**config.mk**
```make
export PLATFORM = sky130hd
export DESIGN_NAME = qenc_counter
export DESIGN_NICKNAME = d
export VERILOG_FILES = /design/src/rtl/qenc_pkg.sv /design/src/rtl/qenc_sync.sv /design/src/rtl/qenc_decode.sv /design/src/rtl/qenc_regs.sv /design/src/rtl/qenc_core.sv /design/src/rtl/qenc_counter.sv
export SDC_FILE = /design/constraint.sdc
export NUM_CORES = 1
export LEC_CHECK = 0
export ABC_AREA = 1
export BUFFER_PORTS_ARGS = -buffer_cell sky130_fd_sc_hd__buf_2
export CORE_ASPECT_RATIO = 1.25
export CORE_MARGIN = 2
export CORE_UTILIZATION = 30
export CTS_BUF_LIST = sky130_fd_sc_hd__clkbuf_16
export DETAILED_ROUTE_END_ITERATION = 16
export SLEW_MARGIN = 30
export SYNTH_ARGS = -nofsm -noshare
export SYNTH_HDL_FRONTEND = slang
export SYNTH_SLANG_ARGS = --single-unit
```
**constraint.sdc**
```tcl
create_clock -name clk -period 3.9 [get_ports clk]
set_clock_uncertainty 0.2 [all_clocks]
set_input_delay 0.39 -clock clk [delete_from_list [all_inputs] [get_ports clk]]
set_output_delay 0.39 -clock clk [all_outputs]
set_load 0.01 [all_outputs]
```
**src/rtl/qenc_pkg.sv**
```systemverilog
package qenc_pkg;

   localparam int ADDR_W = 2;

   typedef enum logic [1:0] {
      QM_CLOCK = 2'd0,
      QM_X2A   = 2'd1,
      QM_X2B   = 2'd2,
      QM_X4    = 2'd3
   } qenc_mode_e;

   localparam logic [ADDR_W-1:0] RA_CTRL   = 2'd0;
   localparam logic [ADDR_W-1:0] RA_COUNT  = 2'd1;
   localparam logic [ADDR_W-1:0] RA_CEIL   = 2'd2;
   localparam logic [ADDR_W-1:0] RA_SHADOW = 2'd3;

   localparam int CB_EN   = 0;
   localparam int CB_PRE  = 1;
   localparam int CB_MODE = 2;
   localparam int CB_UPD  = 4;
   localparam int CB_DIR  = 5;
   localparam int CTRL_BITS = 6;

endpackage

```
**src/rtl/qenc_sync.sv**
```systemverilog
module qenc_sync #(
   parameter int N      = 2,
   parameter int STAGES = 2
) (
   input  logic         clk,
   input  logic         rst_n,
   input  logic [N-1:0] pin_i,
   output logic [N-1:0] lvl_o,
   output logic [N-1:0] chg_o
);

   initial begin
      assert (STAGES >= 2) else $error("qenc_sync: STAGES must be at least 2");
      assert (N >= 1) else $error("qenc_sync: N must be at least 1");
   end

   for (genvar i = 0; i < N; i++) begin : g_bit
      logic [STAGES-1:0] chain_q;
      logic              prev_q;

      always_ff @(posedge clk or negedge rst_n) begin
         if (!rst_n) begin
            chain_q <= '0;
            prev_q  <= 1'b0;
         end else begin
            chain_q <= {chain_q[STAGES-2:0], pin_i[i]};
            prev_q  <= chain_q[STAGES-1];
         end
      end

      assign lvl_o[i] = chain_q[STAGES-1];
      assign chg_o[i] = chain_q[STAGES-1] ^ prev_q;
   end

endmodule

```
**src/rtl/qenc_decode.sv**
```systemverilog
module qenc_decode
   import qenc_pkg::*;
(
   input  qenc_mode_e mode_i,
   input  logic       en_i,
   input  logic       a_i,
   input  logic       b_i,
   input  logic       a_chg_i,
   input  logic       b_chg_i,
   output logic       step_o,
   output logic       down_o
);

   logic a_only, b_only, a_down, b_down;

   assign a_only = a_chg_i & ~b_chg_i;
   assign b_only = b_chg_i & ~a_chg_i;
   // after an A transition, equal phases mean B leads
   assign a_down = (a_i == b_i);
   // after a B transition, unequal phases mean B leads
   assign b_down = (a_i != b_i);

   always_comb begin
      step_o = 1'b0;
      down_o = 1'b0;
      unique case (mode_i)
         QM_CLOCK: begin
            step_o = en_i;
            down_o = 1'b0;
         end
         QM_X2A: begin
            step_o = en_i & a_only;
            down_o = a_down;
         end
         QM_X2B: begin
            step_o = en_i & b_only;
            down_o = b_down;
         end
         QM_X4: begin
            step_o = en_i & (a_only | b_only);
            down_o = a_only ? a_down : b_down;
         end
         default: begin
            step_o = 1'b0;
            down_o = 1'b0;
         end
      endcase
   end

endmodule

```
**src/rtl/qenc_regs.sv**
```systemverilog
module qenc_regs
   import qenc_pkg::*;
#(
   parameter int               W          = 16,
   parameter logic [W-1:0]     CEIL_RESET = '1
) (
   input  logic              clk,
   input  logic              rst_n,
   input  logic              we_i,
   input  logic [ADDR_W-1:0] addr_i,
   input  logic [W-1:0]      wdata_i,
   output logic              en_o,
   output logic              pre_o,
   output qenc_mode_e        mode_o,
   output logic [W-1:0]      ceil_o,
   output logic [W-1:0]      shadow_o,
   output logic              cnt_wr_o
);

   logic ctrl_wr, ceil_wr, upd;

   assign ctrl_wr  = we_i && (addr_i == RA_CTRL);
   assign ceil_wr  = we_i && (addr_i == RA_CEIL);
   assign cnt_wr_o = we_i && (addr_i == RA_COUNT);
   assign upd      = ctrl_wr && wdata_i[CB_UPD];

   always_ff @(posedge clk or negedge rst_n) begin
      if (!rst_n) begin
         en_o   <= 1'b0;
         pre_o  <= 1'b0;
         mode_o <= QM_CLOCK;
      end else if (ctrl_wr) begin
         en_o   <= wdata_i[CB_EN];
         pre_o  <= wdata_i[CB_PRE];
         mode_o <= qenc_mode_e'(wdata_i[CB_MODE +: 2]);
      end
   end

   always_ff @(posedge clk or negedge rst_n) begin
      if (!rst_n) begin
         ceil_o   <= CEIL_RESET;
         shadow_o <= CEIL_RESET;
      end else begin
         if (ceil_wr) begin
            shadow_o <= wdata_i;
            if (!pre_o) ceil_o <= wdata_i;
         end
         if (upd) ceil_o <= shadow_o;
      end
   end


   direct_ceil_chk: assert property (@(posedge clk) disable iff (!rst_n)
      (ceil_wr && !pre_o) |=> (ceil_o == $past(wdata_i)));

   shadow_hold_chk: assert property (@(posedge clk) disable iff (!rst_n)
      (ceil_wr && pre_o) |=> $stable(ceil_o));

   update_load_chk: assert property (@(posedge clk) disable iff (!rst_n)
      upd |=> (ceil_o == $past(shadow_o)));

endmodule

```
**src/rtl/qenc_core.sv**
```systemverilog
module qenc_core #(
   parameter int W = 16
) (
   input  logic         clk,
   input  logic         rst_n,
   input  logic         step_i,
   input  logic         down_i,
   input  logic         load_i,
   input  logic [W-1:0] load_val_i,
   input  logic [W-1:0] ceil_i,
   output logic [W-1:0] cnt_o,
   output logic         dir_o,
   output logic         wrap_o
);

   logic at_top, at_bot, wrap_nxt;
   logic [W-1:0] cnt_nxt;

   assign at_top = (cnt_o >= ceil_i);
   assign at_bot = (cnt_o == '0);

   always_comb begin
      cnt_nxt  = cnt_o;
      wrap_nxt = 1'b0;
      if (load_i) begin
         cnt_nxt = load_val_i;
      end else if (step_i) begin
         if (down_i) begin
            cnt_nxt  = at_bot ? ceil_i : cnt_o - 1'b1;
            wrap_nxt = at_bot;
         end else begin
            cnt_nxt  = at_top ? '0 : cnt_o + 1'b1;
            wrap_nxt = at_top;
         end
      end
   end

   always_ff @(posedge clk or negedge rst_n) begin
      if (!rst_n) begin
         cnt_o  <= '0;
         dir_o  <= 1'b0;
         wrap_o <= 1'b0;
      end else begin
         cnt_o  <= cnt_nxt;
         wrap_o <= wrap_nxt;
         if (step_i && !load_i) dir_o <= down_i;
      end
   end


   hold_chk: assert property (@(posedge clk) disable iff (!rst_n)
      (!step_i && !load_i) |=> $stable(cnt_o));

   wrap_up_chk: assert property (@(posedge clk) disable iff (!rst_n)
      (step_i && !down_i && !load_i && (cnt_o >= ceil_i)) |=> ((cnt_o == '0) && wrap_o));

   wrap_dn_chk: assert property (@(posedge clk) disable iff (!rst_n)
      (step_i && down_i && !load_i && (cnt_o == '0)) |=> ((cnt_o == $past(ceil_i)) && wrap_o));

   load_prio_chk: assert property (@(posedge clk) disable iff (!rst_n)
      load_i |=> ((cnt_o == $past(load_val_i)) && !wrap_o));

   dir_track_chk: assert property (@(posedge clk) disable iff (!rst_n)
      (step_i && !load_i) |=> (dir_o == $past(down_i)));

endmodule

```
**src/rtl/qenc_counter.sv**
```systemverilog
module qenc_counter
   import qenc_pkg::*;
#(
   parameter int                 CNT_W       = 16,
   parameter int                 SYNC_STAGES = 2,
   parameter logic [CNT_W-1:0]   CEIL_RESET  = '1
) (
   input  logic              clk,
   input  logic              rst_n,
   input  logic              enc_a,
   input  logic              enc_b,
   input  logic              reg_we,
   input  logic [1:0]        reg_addr,
   input  logic [CNT_W-1:0]  reg_wdata,
   output logic [CNT_W-1:0]  reg_rdata,
   output logic              wrap_evt
);

   localparam int PAD_W = CNT_W - CTRL_BITS;

   initial begin
      assert (CNT_W >= CTRL_BITS) else $error("qenc_counter: CNT_W too narrow for control word");
   end

   logic [1:0]       lvl, chg;
   logic             en, pre, step, down, cnt_wr, dir;
   qenc_mode_e       mode;
   logic [CNT_W-1:0] ceil_act, ceil_shd, cnt;
   logic [CNT_W-1:0] ctrl_word;

   qenc_sync #(.N(2), .STAGES(SYNC_STAGES)) sync_i (
      .clk   (clk),
      .rst_n (rst_n),
      .pin_i ({enc_b, enc_a}),
      .lvl_o (lvl),
      .chg_o (chg)
   );

   qenc_regs #(.W(CNT_W), .CEIL_RESET(CEIL_RESET)) regs_i (
      .clk      (clk),
      .rst_n    (rst_n),
      .we_i     (reg_we),
      .addr_i   (reg_addr),
      .wdata_i  (reg_wdata),
      .en_o     (en),
      .pre_o    (pre),
      .mode_o   (mode),
      .ceil_o   (ceil_act),
      .shadow_o (ceil_shd),
      .cnt_wr_o (cnt_wr)
   );

   qenc_decode decode_i (
      .mode_i  (mode),
      .en_i    (en),
      .a_i     (lvl[0]),
      .b_i     (lvl[1]),
      .a_chg_i (chg[0]),
      .b_chg_i (chg[1]),
      .step_o  (step),
      .down_o  (down)
   );

   qenc_core #(.W(CNT_W)) core_i (
      .clk        (clk),
      .rst_n      (rst_n),
      .step_i     (step),
      .down_i     (down),
      .load_i     (cnt_wr),
      .load_val_i (reg_wdata),
      .ceil_i     (ceil_act),
      .cnt_o      (cnt),
      .dir_o      (dir),
      .wrap_o     (wrap_evt)
   );

   if (PAD_W > 0) begin : g_pad
      assign ctrl_word = {{PAD_W{1'b0}}, dir, 1'b0, mode, pre, en};
   end else begin : g_nopad
      assign ctrl_word = {dir, 1'b0, mode, pre, en};
   end

   always_comb begin
      unique case (reg_addr)
         RA_CTRL:   reg_rdata = ctrl_word;
         RA_COUNT:  reg_rdata = cnt;
         RA_CEIL:   reg_rdata = ceil_act;
         RA_SHADOW: reg_rdata = ceil_shd;
         default:   reg_rdata = '0;
      endcase
   end


   invalid_pair_chk: assert property (@(posedge clk) disable iff (!rst_n)
      ((mode != QM_CLOCK) && chg[0] && chg[1]) |-> !step);

   enable_gate_chk: assert property (@(posedge clk) disable iff (!rst_n)
      !en |-> !step);

   clock_mode_up_chk: assert property (@(posedge clk) disable iff (!rst_n)
      (mode == QM_CLOCK) |-> !down);

endmodule

```
## After elaboration in Yosys (flattened, before gate mapping)

Cells that the tools add are included.

| word-level totals | value |
|---|---|
| register bits | 60 |
| input port bits | 23 |
| output and inout bits | 17 |
| logic and storage cells | 61 |

| cells by class | value |
|---|---|
| add/sub/neg operators | 2 |
| order comparisons | 1 |
| equal/unequal tests | 9 |
| mux-type cells | 15 |
| bitwise logic cells | 10 |
| reductions and logical operators | 12 |

Operators with widths:

| kind | count |
|---|---|
| $mux 16 | 8 |
| $pmux 16 s4 | 1 |
| $add 16x1->16 const B | 1 |
| $ge 16x16->1 | 1 |
| $logic_not 16->1 | 1 |
| $sub 16x1->16 const B | 1 |
| $eq 2x2->1 const B | 4 |
| $pmux 1 s4 | 2 |
| $and 1x1->1 | 5 |
| $logic_and 1x1->1 | 5 |
| $eq 2x1->1 const B | 2 |
| $logic_not 2->1 | 2 |
| $mux 1 | 4 |
| $reduce_bool 2->1 | 2 |
| $ne 2x2->1 const B | 1 |
| $not 1->1 | 2 |
| $reduce_and 2->1 | 1 |
| $xor 1x1->1 | 2 |
| $eq 1x1->1 | 1 |
| $logic_not 1->1 | 1 |
| $ne 1x1->1 | 1 |
| $or 1x1->1 | 1 |

## Logic depth before layout (Yosys ltp)

Gate-level depths: netlist (run 1).

| logic depth | value |
|---|---|
| word-level depth | 8 |
| mapped depth | 15 |
| depth with buffers taken out | 14 |

## Hierarchy

Synthesis (run 1) repeated with hierarchy kept, for this count alone.

| second synthesis, totals | value |
|---|---|
| cells, all modules | 720 |
| area, all modules | 4760.8 um^2 |

Modules (own cells, without submodules):

| module | instances | cells an instance | area an instance (um^2) | seq. area each (um^2) |
|---|---|---|---|---|
| qenc_core | 1 | 404 | 2398.6 | 450.4 |
| qenc_regs | 1 | 195 | 1680.4 | 940.9 |
| qenc_counter | 1 | 81 | 360.3 | 0.0 |
| qenc_sync | 1 | 18 | 202.7 | 150.1 |
| qenc_decode | 1 | 22 | 118.9 | 0.0 |

## Least setup slack after synthesis (run 1)

Ideal clock, no wire load.

| timing path | value |
|---|---|
| kind | reg2reg |
| start | reg sync_i.g_bit[0].chain_q[1] |
| end | reg core_i.cnt_o[15] |
| setup time | 0.121 ns |
| arrival | 1.755 ns |
| required time | 3.579 ns |
| setup slack | 1.824 ns |
| stages on the path, launching flop included | 13 |
| path buffers | 1 |
| clock period less this slack | 2.076 ns |
| cells stage by stage | dfrtp_1 > xor2_1 > inv_1 > ha_1 > nand2_1 > nand2_1 > o21ai_2 > nand2_1 > nand2_2 > buf_6 > o21ai_0 > a21oi_1 > nand2_1 |

| between the ends | value |
|---|---|
| longest elaborated chain between the ends | 7 |
| elaborated cells between the ends (all ways) | 17 |
| classes of those cells | eq/ne (2); mux (6); bitwise (8); reduce/logical (1) |

RTL lines:

| element | RTL line | RTL |
|---|---|---|
| start: declaration | qenc_sync.sv:18 | `logic [STAGES-1:0] chain_q;` |
| start signal: assignment | qenc_sync.sv:26 | `chain_q <= {chain_q[STAGES-2:0], pin_i[i]};` |
| $xor 1x1->1 | qenc_sync.sv:32 | `assign chg_o[i] = chain_q[STAGES-1] ^ prev_q;` |
| $and 1x1->1 or $not 1->1 (tied branches) | qenc_decode.sv:16, qenc_decode.sv:17 |  |
| $mux 1 or $and 1x1->1 (tied branches) | qenc_decode.sv:41, qenc_decode.sv:17 |  |
| $pmux 1 s4 or $or 1x1->1 (tied branches) | qenc_decode.sv:26, qenc_decode.sv:40 |  |
| $mux 16 or $and 1x1->1 (tied branches) | qenc_core.sv:28, qenc_decode.sv:40 |  |
| $mux 16 or $pmux 1 s4 (tied branches) | qenc_core.sv:27, qenc_decode.sv:26 |  |
| $mux 16 or $reduce_bool 2->1 (tied branches) | n/a |  |
| end signal: assignment | qenc_core.sv:44 | `cnt_o <= cnt_nxt;` |
| end: declaration | qenc_core.sv:11 | `output logic [W-1:0] cnt_o,` |

Several ways; a longest one is shown, not always the timed one. The select of a mux whose other input is x is not followed.
A chain may end at the register's enable or synchronous reset.

## Worst setup path after layout (run 1)

| timing path | value |
|---|---|
| start | in reg_addr[0] |
| end | out reg_rdata[3] |

| between the ends | value |
|---|---|
| longest elaborated chain between the ends | 2 |
| elaborated cells between the ends (all ways) | 5 |
| classes of those cells | eq/ne (3); mux (1); reduce/logical (1) |

RTL lines:

| element | RTL line | RTL |
|---|---|---|
| start: declaration | qenc_counter.sv:13 | `input logic [1:0] reg_addr,` |
| $eq 2x2->1 (tied with other cells) | qenc_counter.sv:84 | `unique case (reg_addr)` |
| $pmux 16 s4 (*) | qenc_counter.sv:84 |  |
| end: declaration | qenc_counter.sv:15 | `output logic [CNT_W-1:0] reg_rdata,` |

Mark *: on every way between the ends. The rest lies on a longest branch, timed or not.

==> flow_metrics.tcl, run 1 <==
set metrics [dict create \
    status "complete, no violations" \
    yosysTopAreaCell "dfstp_2" \
    synth_most_common_cell "nand2_1" \
    cap_viol_max_count 0 \
    insertion_delay_ns 0.34 \
    synth_cell_types 35 \
    overflow 0 \
    critPathCaptureType "output pin" \
    tritoncts "built" \
    syn_area_um2 4551 \
    antenna_cells 0 \
    hold_viol 0 \
    cts_inserted_buffers 9 \
    via_per_inst 4.930 \
    cts.sinks 60 \
    critical_path.endpoint "reg_rdata[3]" \
    r2r_slack_ns 1.51 \
    multi_input_area_um2 2495 \
    p_leak_nw 2.556 \
    ff2ff_path_depth 13 \
    cts_max_level 3 \
    hold_buffers 3 \
    start_util 0.3056 \
    reg2reg_from "sync_i.g_bit[0].chain_q[1]" \
    drt_wl_total_um 13150 \
    p_per_area_nw_per_um2 643.8 \
    async_reset_ff_frac 1.000 \
    fin_tns_setup_ns 0 \
    final.min_clock_period_ns 2.450 \
    ant_nets 0 \
    max_freq_ghz 0.4082 \
    drive_gt1_frac 0.1858 \
    timing.final.crit_share 0.6281 \
    post_cts.repair.setup_buffers 0 \
    grt_max_degree 32 \
    finalSetupViolCount 0 \
    dominantRegCellSynth "dfstp_2" \
    cts_resized 0 \
    port_buffers 39 \
    die_area_um2 16180 \
    synth.avg_cell_area_um2 7.066 \
    rows 50 \
    startpoint "reg_addr[0]" \
    rsz0062_at_grt "false" \
    die_y_um 141.7 \
    synth_seq_cells 60 \
    remaining_drc_errors 0 \
    synth_common_cells "nand2_1, inv_1, nand3_1" \
    area_growth_pct 14.52 \
    clk_path_buf_depth 2 \
    arrival_ns 1.86 \
    core-area_um2 14890 \
    slew_headroom 0.4542 \
    grt_pass1_vias 4076 \
    path_clk_slew_ns 0.05 \
    synth_edf_count 0 \
    setup_ws_ns 1.450 \
    grt_pass1_wl_um 21420 \
    synth_area_leaders "dfstp_2, dfrtp_1, nand2_1, inv_1, ha_1" \
    yosys_warnings 0 \
    drtIter0Drc 318 \
    n_fill_cell 1561 \
    ir_drop_mv 0.2593 \
    syn-num-nets 688 \
    synthCells 644 \
    max_slew.worst_pin.slew_ns 0.8157 \
    criticalPathCategory "in -> out" \
    dp_hpwl_um 9993 \
    dieWidth_um 114.2 \
    r2r_end "core_i.cnt_o[12]" \
    vias 4294 \
    cp_max_fo 15 \
    ff_latch_area_um2 1541 \
    cp_data_required_time_ns 3.31 \
    cts_root_buf "clkbuf_16" \
    nets 728 \
    first_pass_iters 6 \
    hp-class "in -> reg" \
    boundaryPins 40 \
    place.gp.congestion 0.8810 \
    wl_per_cell_um 15.09 \
    finalMaxSlewViolations 0 \
    antenna_found_initial 0 \
    start_kind "input port" \
    synth_top_area_frac 0.1848 \
    ys_seq_area_frac 0.3387 \
    dpl_worst_slack_ns 1.430 \
    grt_usage 0.1679 \
]
-- per-layer routing --
metal	vias up	GRT usage	routed length, um
met1	1978	0.2045	5536
met5	-	0	0
met3	18	0.02179	587
met2	125	0.3020	6788
li1	2173	-	-
met4	0	0.05841	234
-- cell type report --
class,count,area share
Sequential cell,60,0.2958
Clock buffer,9,0.04322
Inverter,103,0.07419
Clock inverter,7,0.01104
Timing Repair Buffer,49,0.05330
Tap cell,182,0.04370
Multi-Input combinational cell,461,0.4788
-- cells in the final DEF (no fill, tap or decap), types with 2 or more instances in the layout --
cell type	count
o22ai_1	9
clkinv_1	5
nor3_1	5
o211ai_1	9
nand2_1	172
nand4_1	2
ha_1	21
o21ai_0	47
inv_2	2
dfrtp_1	28
nor2_4	4
nand3_1	49
buf_2	39
dfstp_2	32
buf_4	7
nor2_1	46
nand2_4	3
xor2_1	16
nand2_2	16
clkbuf_16	9
o2111ai_1	2
inv_1	100
a21oi_1	19
o21ai_2	2
o221ai_1	18
nor2_2	8
o21ai_1	8
dlygate4sd3_1	3
-- through the flow --
step	cells	util	hold slack [ns]	power, W	cell area (um^2)
CTS	871	0.3500	0.08494	0.003364	5211
global route	871	0.3500	0.1056	0.003655	5211
floorplan	644	-	-0.1056	0.002199	4551
finish	871	0.3500	0.08057	0.003355	5211
global placement	852	0.3290	0.09113	0.002580	4898
detailed placement	852	0.3290	0.08804	0.002586	4898
-- registers in the layout, summed over array words and instances (netlist names) --
signal,cells
core_i.cnt_o,16
core_i.dir_o,1
core_i.wrap_o,1
regs_i.ceil_o,16
regs_i.en_o,1
regs_i.mode_o,2
regs_i.pre_o,1
regs_i.shadow_o,16
sync_i.g_bit.chain_q,4
sync_i.g_bit.prev_q,2
-- critical path, stage by stage --
cell,delay (ns)
buf_2,0.10
inv_1,0.05
nand2_1,0.50
inv_1,0.20
nand2_1,0.10
o21ai_0,0.08
a21oi_1,0.17
o21ai_0,0.12
buf_2,0.15
-- report_power, final --
| part | total (W) | internal (W) | switching (W) |
|---|---|---|---|
| sequential | 0.00108 | 0.000832 | 0.000246 |
| combinational | 0.00151 | 0.000534 | 0.000973 |
| clock | 0.000770 | 0.000484 | 0.000286 |
-- worst min-delay path by stage --
stage	cells past startpoint	slack (ns)	start	endpoint
6_report	3	0.08	reg_wdata[1]	regs_i.shadow_o[1]
4_1_cts	3	0.08	reg_wdata[1]	regs_i.shadow_o[1]
3_3_place_gp	1	0.09	rst_n	sync_i.g_bit[1].chain_q[1]
5_1_grt	3	0.11	reg_wdata[6]	regs_i.shadow_o[6]
2_1_floorplan	0	-0.11	rst_n	core_i.cnt_o[0]
3_5_place_dp	1	0.09	rst_n	sync_i.g_bit[1].chain_q[1]
-- kinds of logic (layout without fill, tap and decap cells) --
family / after synthesis / in the layout / synth area share
buffers and inverters: 123 / 168 / 0.1130
AO/OA/AOI/OAI: 115 / 115 / 0.1526
XOR/XNOR: 17 / 17 / 0.03272
AND/OR/NAND/NOR: 308 / 308 / 0.3052
flip-flops: 60 / 60 / 0.3387
adder cells (fa/ha/maj): 21 / 21 / 0.05774
Note: power is estimated with default switching activity, not from simulation.
==> inputs of run 2 (changes only) <==
--- a/config.mk
+++ b/config.mk
@@ -5,7 +5,7 @@
 export SDC_FILE = /design/constraint.sdc
 export NUM_CORES = 1
 export LEC_CHECK = 0
-export ABC_AREA = 1
+export ABC_AREA = 0
 export BUFFER_PORTS_ARGS = -buffer_cell sky130_fd_sc_hd__buf_2
 export CORE_ASPECT_RATIO = 1.25
 export CORE_MARGIN = 2
==> constraint.sdc (replaced) <==
create_clock -name clk -period 2.25 [get_ports clk]
set_clock_uncertainty 0.2 [all_clocks]
set_input_delay 0.225 -clock clk [delete_from_list [all_inputs] [get_ports clk]]
set_output_delay 0.225 -clock clk [all_outputs]
set_load 0.01 [all_outputs]
==> run 2 against run 1 <==
  * The run now ends with setup timing left
  * Routed wire length up 1.3%
  * Sequential power increased by 68%
  * Worst hold slack lost 0.073 ns
  * Utilization increased by 6.8 points
  * Clock power increased by 74%
  * Non-clock buffer count is 79 higher
  * Cell count down 15%
  * Flip-flop and latch count unchanged
  * Count of clock-buffer cells in the layout unchanged
  * Sequential share of layout area down 2.9 points
  * Area after synthesis fell by 6.8%
  * Global-route usage increased by 1.5 points
  * Critical path type is now reg -> reg
  * Critical endpoint is now core_i.cnt_o[15]
==> flow_metrics.tcl, run 2 <==
set metrics [dict create \
    drtIter0Drc 213 \
    start_kind "flop" \
    grt_pass1_wl_um 20940 \
    die_area_um2 15110 \
    instances_no_fill 743 \
    max_freq_ghz 0.4200 \
    startpoint "sync_i.g_bit[1].chain_q[1]" \
    p_leak_nw 2.479 \
    first_pass_iters 5 \
    cp_max_fo 4 \
    die_y_um 136.9 \
    cp_data_required_time_ns 2.30 \
    slew_headroom 0.5797 \
    n_fill_cell 1388 \
    grt_pass1_vias 3976 \
    cp_num_buf_inv 1 \
    max_slew.worst_pin.slew_ns 0.6305 \
    synth_common_cells "nand2_1, o21ai_0, dfstp_2" \
    core-area_um2 13810 \
    nets 607 \
    tritoncts "built" \
    cp_slowest_stage_delay_ns 0.38 \
    cp_slowest_cell "dfrtp_1" \
    ir_drop_mv 0.4310 \
    reg2reg_from "sync_i.g_bit[1].chain_q[1]" \
    yosysTopAreaCell "dfstp_2" \
    dieWidth_um 110.4 \
    via_per_inst 5.300 \
    ys_seq_area_frac 0.3634 \
    fin_tns_setup_ns -1.098 \
    dominantRegCellSynth "dfstp_2" \
    grt_usage 0.1834 \
    remaining_drc_errors 0 \
    synth_area_leaders "dfstp_2, dfrtp_1, ha_1, nand2_1, mux2_2" \
    holdWs_ns 0.007799 \
    synth_most_common_cell "nand2_1" \
    critPathCaptureType "flop" \
    status "complete, but fails checks" \
    antenna_cells 0 \
    insertion_delay_ns 0.34 \
    overflow 0 \
    drt_wl_total_um 13320 \
    finalSetupViolCount 15 \
    dp_hpwl_um 9539 \
    synth_top_area_frac 0.1982 \
    ant_nets 0 \
    start_util 0.3071 \
    grt_max_degree 37 \
    async_reset_ff_frac 1.000 \
    multi_input_area_um2 2705 \
    finalMaxSlewViolations 0 \
    cts_max_level 3 \
    vias 3938 \
    dp_cells 705 \
    synth_edf_count 0 \
    criticalPathCategory "reg -> reg" \
    synth.avg_cell_area_um2 9.405 \
    cap_viol_max_count 0 \
    largestRegisters "core_i.cnt_o x16, regs_i.ceil_o x16, regs_i.shadow_o x16" \
    p_per_area_nw_per_um2 1138 \
    finalPower_w 0.006576 \
    syn-num-nets 495 \
    rsz0062_at_grt "true" \
    boundaryPins 40 \
    antenna_found_initial 0 \
    syn_area_um2 4242 \
    final.min_clock_period_ns 2.381 \
    yosys_warnings 0 \
    synthCells 451 \
    layout_commonest_cell "buf_4" \
    area_growth_pct 36.22 \
    clk_path_buf_depth 2 \
    mostFrequentLayoutCells "buf_4, nand2_1, buf_2" \
    cts_root_buf "clkbuf_16" \
    place.gp.congestion 0.9685 \
    arrival_ns 2.43 \
    cts.sinks 60 \
    drive_gt1_frac 0.4102 \
    violations "setup timing" \
    cp_top_family "compound AO/OA/AOI/OAI gates" \
    synth_seq_cells 60 \
    worstHoldStart "reg_wdata[2]" \
    port_buffers 39 \
    worstPathCellList "xor2_1 -> buf_4 -> ha_1 -> nor2b_2 -> o311ai_4 -> or2b_4 -> a21oi_2 -> o21ai_1 -> o221ai_1" \
    synth_cell_types 59 \
    rows 48 \
    ff_latch_area_um2 1541 \
    timing.final.crit_share 1.058 \
    path_clk_slew_ns 0.05 \
    hp-class "in -> reg" \
    cts_inserted_buffers 9 \
    hold_viol 0 \
    setup_ws_ns -0.1312 \
    wl_per_cell_um 17.92 \
]
## run 2: cell families after synthesis
logic type / share of synthesized area
simple gates: 0.1797
mux: 0.1218
flops: 0.3634
fa+ha+maj: 0.06195
buf+inv: 0.05545
compound gates: 0.1661
xor+xnor: 0.05162
## run 2: worst paths after layout
kind	depth (start not counted)	to	slack, ns
min in group asynchronous	2	sync_i.g_bit[0].chain_q[0]	0.23
max reg2reg	9	core_i.cnt_o[15]	-0.13
max in group asynchronous	3	regs_i.shadow_o[4]	0.91
min	3	core_i.cnt_o[2]	0.008
max	9	core_i.cnt_o[15]	-0.13
min reg2reg	0	sync_i.g_bit[1].chain_q[1]	0.15
## run 2: area by class of cell
class	instances	share of cell area
clock inverter	7	0.01061
tap	175	0.03790
sequential	60	0.2668
clock buffer	9	0.03898
inverter	23	0.01494
multi-input combinational	341	0.4682
timing repair buffer	128	0.1626
## run 2: worst reg2reg max path: cells and delay by family (launching register included)
| kind | cells | cell delay (ns) |
|---|---|---|
| AO/OA/AOI/OAI | 4 | 0.67 |
| buffers and inverters | 1 | 0.14 |
| flip-flops | 1 | 0.38 |
| AND/OR/NAND/NOR | 2 | 0.45 |
| XOR/XNOR | 1 | 0.17 |
| adder cells (fa/ha/maj) | 1 | 0.27 |
## run 2: per-layer routing
metal / global-route usage / part of all wire / up-vias
li1: - / - / 1859
met1: 0.2167 / 0.42 / 1925
met2: 0.3241 / 0.52 / 123
met3: 0.02905 / 0.040 / 31
met4: 0.07917 / 0.026 / 0
met5: 0 / 0 / -
## run 2: through the flow
| step | instance area [um^2] | setup WS [ns] | utilization |
|---|---|---|---|
| 6_report | 5778 | -0.1312 | 0.4183 |
| 5_1_grt | 5778 | -0.2161 | 0.4183 |
| 4_1_cts | 5670 | -0.1235 | 0.4105 |
| 3_5_place_dp | 5041 | -0.1772 | 0.3649 |
| 3_3_place_gp | 5041 | -0.2819 | 0.3649 |
| 2_1_floorplan | 4253 | -0.01938 | - |
## run 2: report_power, final
group,total (W),switching (W),internal (W)
sequential,0.00181,0.000324,0.00149
combinational,0.00343,0.00179,0.00164
clock,0.00134,0.000497,0.000841
total,0.00658,0.00261,0.00397
## run 2: repair_timing
action,4_1_cts,5_1_grt
hold endpoints to repair,39,0
setup buffers,1,3
gates resized for setup,31,17
pin swaps,16,7
hold buffers,18,0
gates cloned,0,1
setup endpoints to repair,18,18
==> inputs of run 3 (changes only) <==
--- a/config.mk
+++ b/config.mk
@@ -10,7 +10,7 @@
 export CORE_ASPECT_RATIO = 1.25
 export CORE_MARGIN = 2
 export CORE_UTILIZATION = 30
-export CTS_BUF_LIST = sky130_fd_sc_hd__clkbuf_16
+export CTS_BUF_LIST = sky130_fd_sc_hd__clkbuf_4 sky130_fd_sc_hd__clkbuf_8 sky130_fd_sc_hd__clkbuf_16
 export DETAILED_ROUTE_END_ITERATION = 16
 export SLEW_MARGIN = 30
 export SYNTH_ARGS = -nofsm -noshare
==> run 3 against run 2 <==
  * The run still ends with setup timing left
  * Power grew 1.1%
  * Global-route usage is essentially flat
  * Sequential power is essentially flat
  * Via count grew 0.69%
  * Sequential share of layout area shrank 0.081 points
  * Worst hold slack lost 0.0047 ns
  * Cell count is the same
  * Largest power group unchanged
  * Highest routed layer unchanged
==> flow_metrics.tcl, run 3 (synthesis gave the netlist of run 2 again) <==
set metrics [dict create \
    vias 3965 \
    area_growth_pct 36.64 \
    p_int_w 0.004037 \
    wl_met3_um 560 \
    final_util 0.4196 \
    pwr-share-seq 0.273 \
    cts_inserted_buffers 9 \
    grt_usage 0.1829 \
    cts.sinks 60 \
    start_kind "flop" \
    rows 48 \
    mostFrequentLayoutCells "buf_4, nand2_1, buf_2" \
    remaining_drc_errors 0 \
    cap_viol_max_count 0 \
    status "complete, but fails checks" \
    finalMaxSlewViolations 0 \
    place.gp.congestion 0.9685 \
    cts_max_level 3 \
    final.min_clock_period_ns 2.373 \
    core-area_um2 13810 \
    hp-class "in -> reg" \
    ant_nets 0 \
    combPwrFrac 0.516 \
    max_freq_ghz 0.4215 \
    top_layer "met4" \
    timing.final.crit_share 1.054 \
    finalPower_w 0.006645 \
    drtIter0Drc 250 \
    dr_wl_met2_um 6916 \
    cts_root_buf "clkbuf_16" \
    hold_viol 0 \
    tritoncts "built" \
    nets 607 \
    setup_ws_ns -0.1226 \
    ir_drop_mv 0.4264 \
    met1Wirelength_um 5458 \
    largestRegisters "core_i.cnt_o x16, regs_i.ceil_o x16, regs_i.shadow_o x16" \
    insertion_delay_ns 0.34 \
    grt_pass1_wl_um 20910 \
    path_clk_slew_ns 0.05 \
    grt_max_degree 37 \
    layout_commonest_cell "buf_4" \
    arrival_ns 2.42 \
    wl_per_cell_um 17.91 \
    via_per_inst 5.336 \
    p_per_area_nw_per_um2 1147 \
    dp_hpwl_um 9539 \
    cp_slowest_cell "dfrtp_1" \
    cp_data_required_time_ns 2.30 \
    drive_gt1_frac 0.4155 \
    p_leak_nw 2.484 \
    start_util 0.3071 \
    ff_latch_area_um2 1541 \
    cp_max_fo 4 \
    die_area_um2 15110 \
    p_clk_frac 0.212 \
    port_buffers 39 \
    antenna_found_initial 0 \
    critPathCaptureType "flop" \
    worstPathCellList "xor2_1 -> buf_4 -> ha_1 -> nor2b_2 -> o311ai_4 -> or2b_4 -> a21oi_2 -> o21ai_1 -> o221ai_1" \
    swShare 0.3925 \
    slew_headroom 0.5754 \
    grt_pass1_vias 3967 \
    die_y_um 136.9 \
    cp_slowest_stage_delay_ns 0.38 \
    switchingPower_w 0.002608 \
    antenna_cells 0 \
    dieWidth_um 110.4 \
    drt_wl_total_um 13310 \
    overflow 0 \
    max_slew.worst_pin.slew_ns 0.6368 \
    finalSetupViolCount 15 \
    violations "setup timing" \
    criticalPathCategory "reg -> reg" \
    boundaryPins 40 \
    clk_path_buf_depth 2 \
    multi_input_area_um2 2705 \
    n_fill_cell 1378 \
    first_pass_iters 6 \
    rsz0062_at_grt "true" \
]
[run 3: cell types whose count changed in the layout (fill, tap and decap cells not counted), sizes merged]
cell    before  now
clkinv       2    1
clkbuf       9   12
inv         25   23
[run 3: through the flow]
| step | instance area [um^2] | hold slack [ns] | TNS (ns) | cells | setup slack [ns] |
|---|---|---|---|---|---|
| 6_report | 5796 | 0.003055 | -0.9997 | 743 | -0.1226 |
| 5_1_grt | 5796 | 0.02310 | -2.340 | 743 | -0.2151 |
| 4_1_cts | 5688 | 0.002743 | -0.7603 | 740 | -0.1240 |
| 3_5_place_dp | 5041 | 0.06359 | -1.955 | 705 | -0.1772 |
| 3_3_place_gp | 5041 | 0.06433 | -3.404 | 705 | -0.2819 |
| 2_1_floorplan | 4253 | -0.2706 | -0.01938 | 451 | -0.01938 |
[run 3: critical path: cells and delay by family (launching register included)]
kind                       cells  cell delay (ns)
buffers and inverters          1             0.14
adders and majority gates      1             0.27
DFF                            1             0.38
and+or+nand+nor                2             0.45
xor gates and xnor gates       1             0.17
AOI/OAI and AO/OA              4             0.67
[run 3: final cells by class]
| type | instances | area share |
|---|---|---|
| clock inverters | 4 | 0.008636 |
| flip-flops and latches | 60 | 0.2660 |
| well taps | 175 | 0.03778 |
| clock buffers | 12 | 0.04383 |
| multi-input cells | 341 | 0.4668 |
| inverters | 23 | 0.01490 |
| repair buffers | 128 | 0.1621 |
[run 3: path summary, 6_finish.rpt]
path	start	to	slack [ns]	cells past startpoint
setup / recovery	sync_i.g_bit[1].chain_q[1]	core_i.cnt_o[15]	-0.12	9
hold / removal	reg_wdata[2]	core_i.cnt_o[2]	0.003	3
setup reg to reg	sync_i.g_bit[1].chain_q[1]	core_i.cnt_o[15]	-0.12	9
hold reg to reg	sync_i.g_bit[1].chain_q[0]	sync_i.g_bit[1].chain_q[1]	0.15	0
max in group asynchronous	rst_n	regs_i.shadow_o[7]	0.90	3
min in group asynchronous	rst_n	sync_i.g_bit[0].chain_q[0]	0.24	2
[run 3: what timing repair did]
item                                   4_1_cts  5_1_grt
resized for setup                           31       17
setup buffers                                1        3
cloned                                       0        1
pin swaps                                   17        6
setup endpoints to repair                   18       18
endpoints found under the hold margin       39        0
hold buffers                                18        0
[run 3: layer usage]
metal  GRT usage  vias up
met5           0        -
met4     0.07917        0
met3     0.02905       36
met2      0.3224      122
met1      0.2168     1951
li1            -     1856
[run 3: power by group through the flow]
stage          Clock [W]  Sequential [W]  Combinational, W
2_1_floorplan          0         0.00172           0.00188
3_3_place_gp           0         0.00177           0.00297
3_5_place_dp           0         0.00178           0.00299
4_1_cts          0.00142         0.00179           0.00327
5_1_grt          0.00146         0.00186           0.00375
6_report         0.00141         0.00181           0.00343
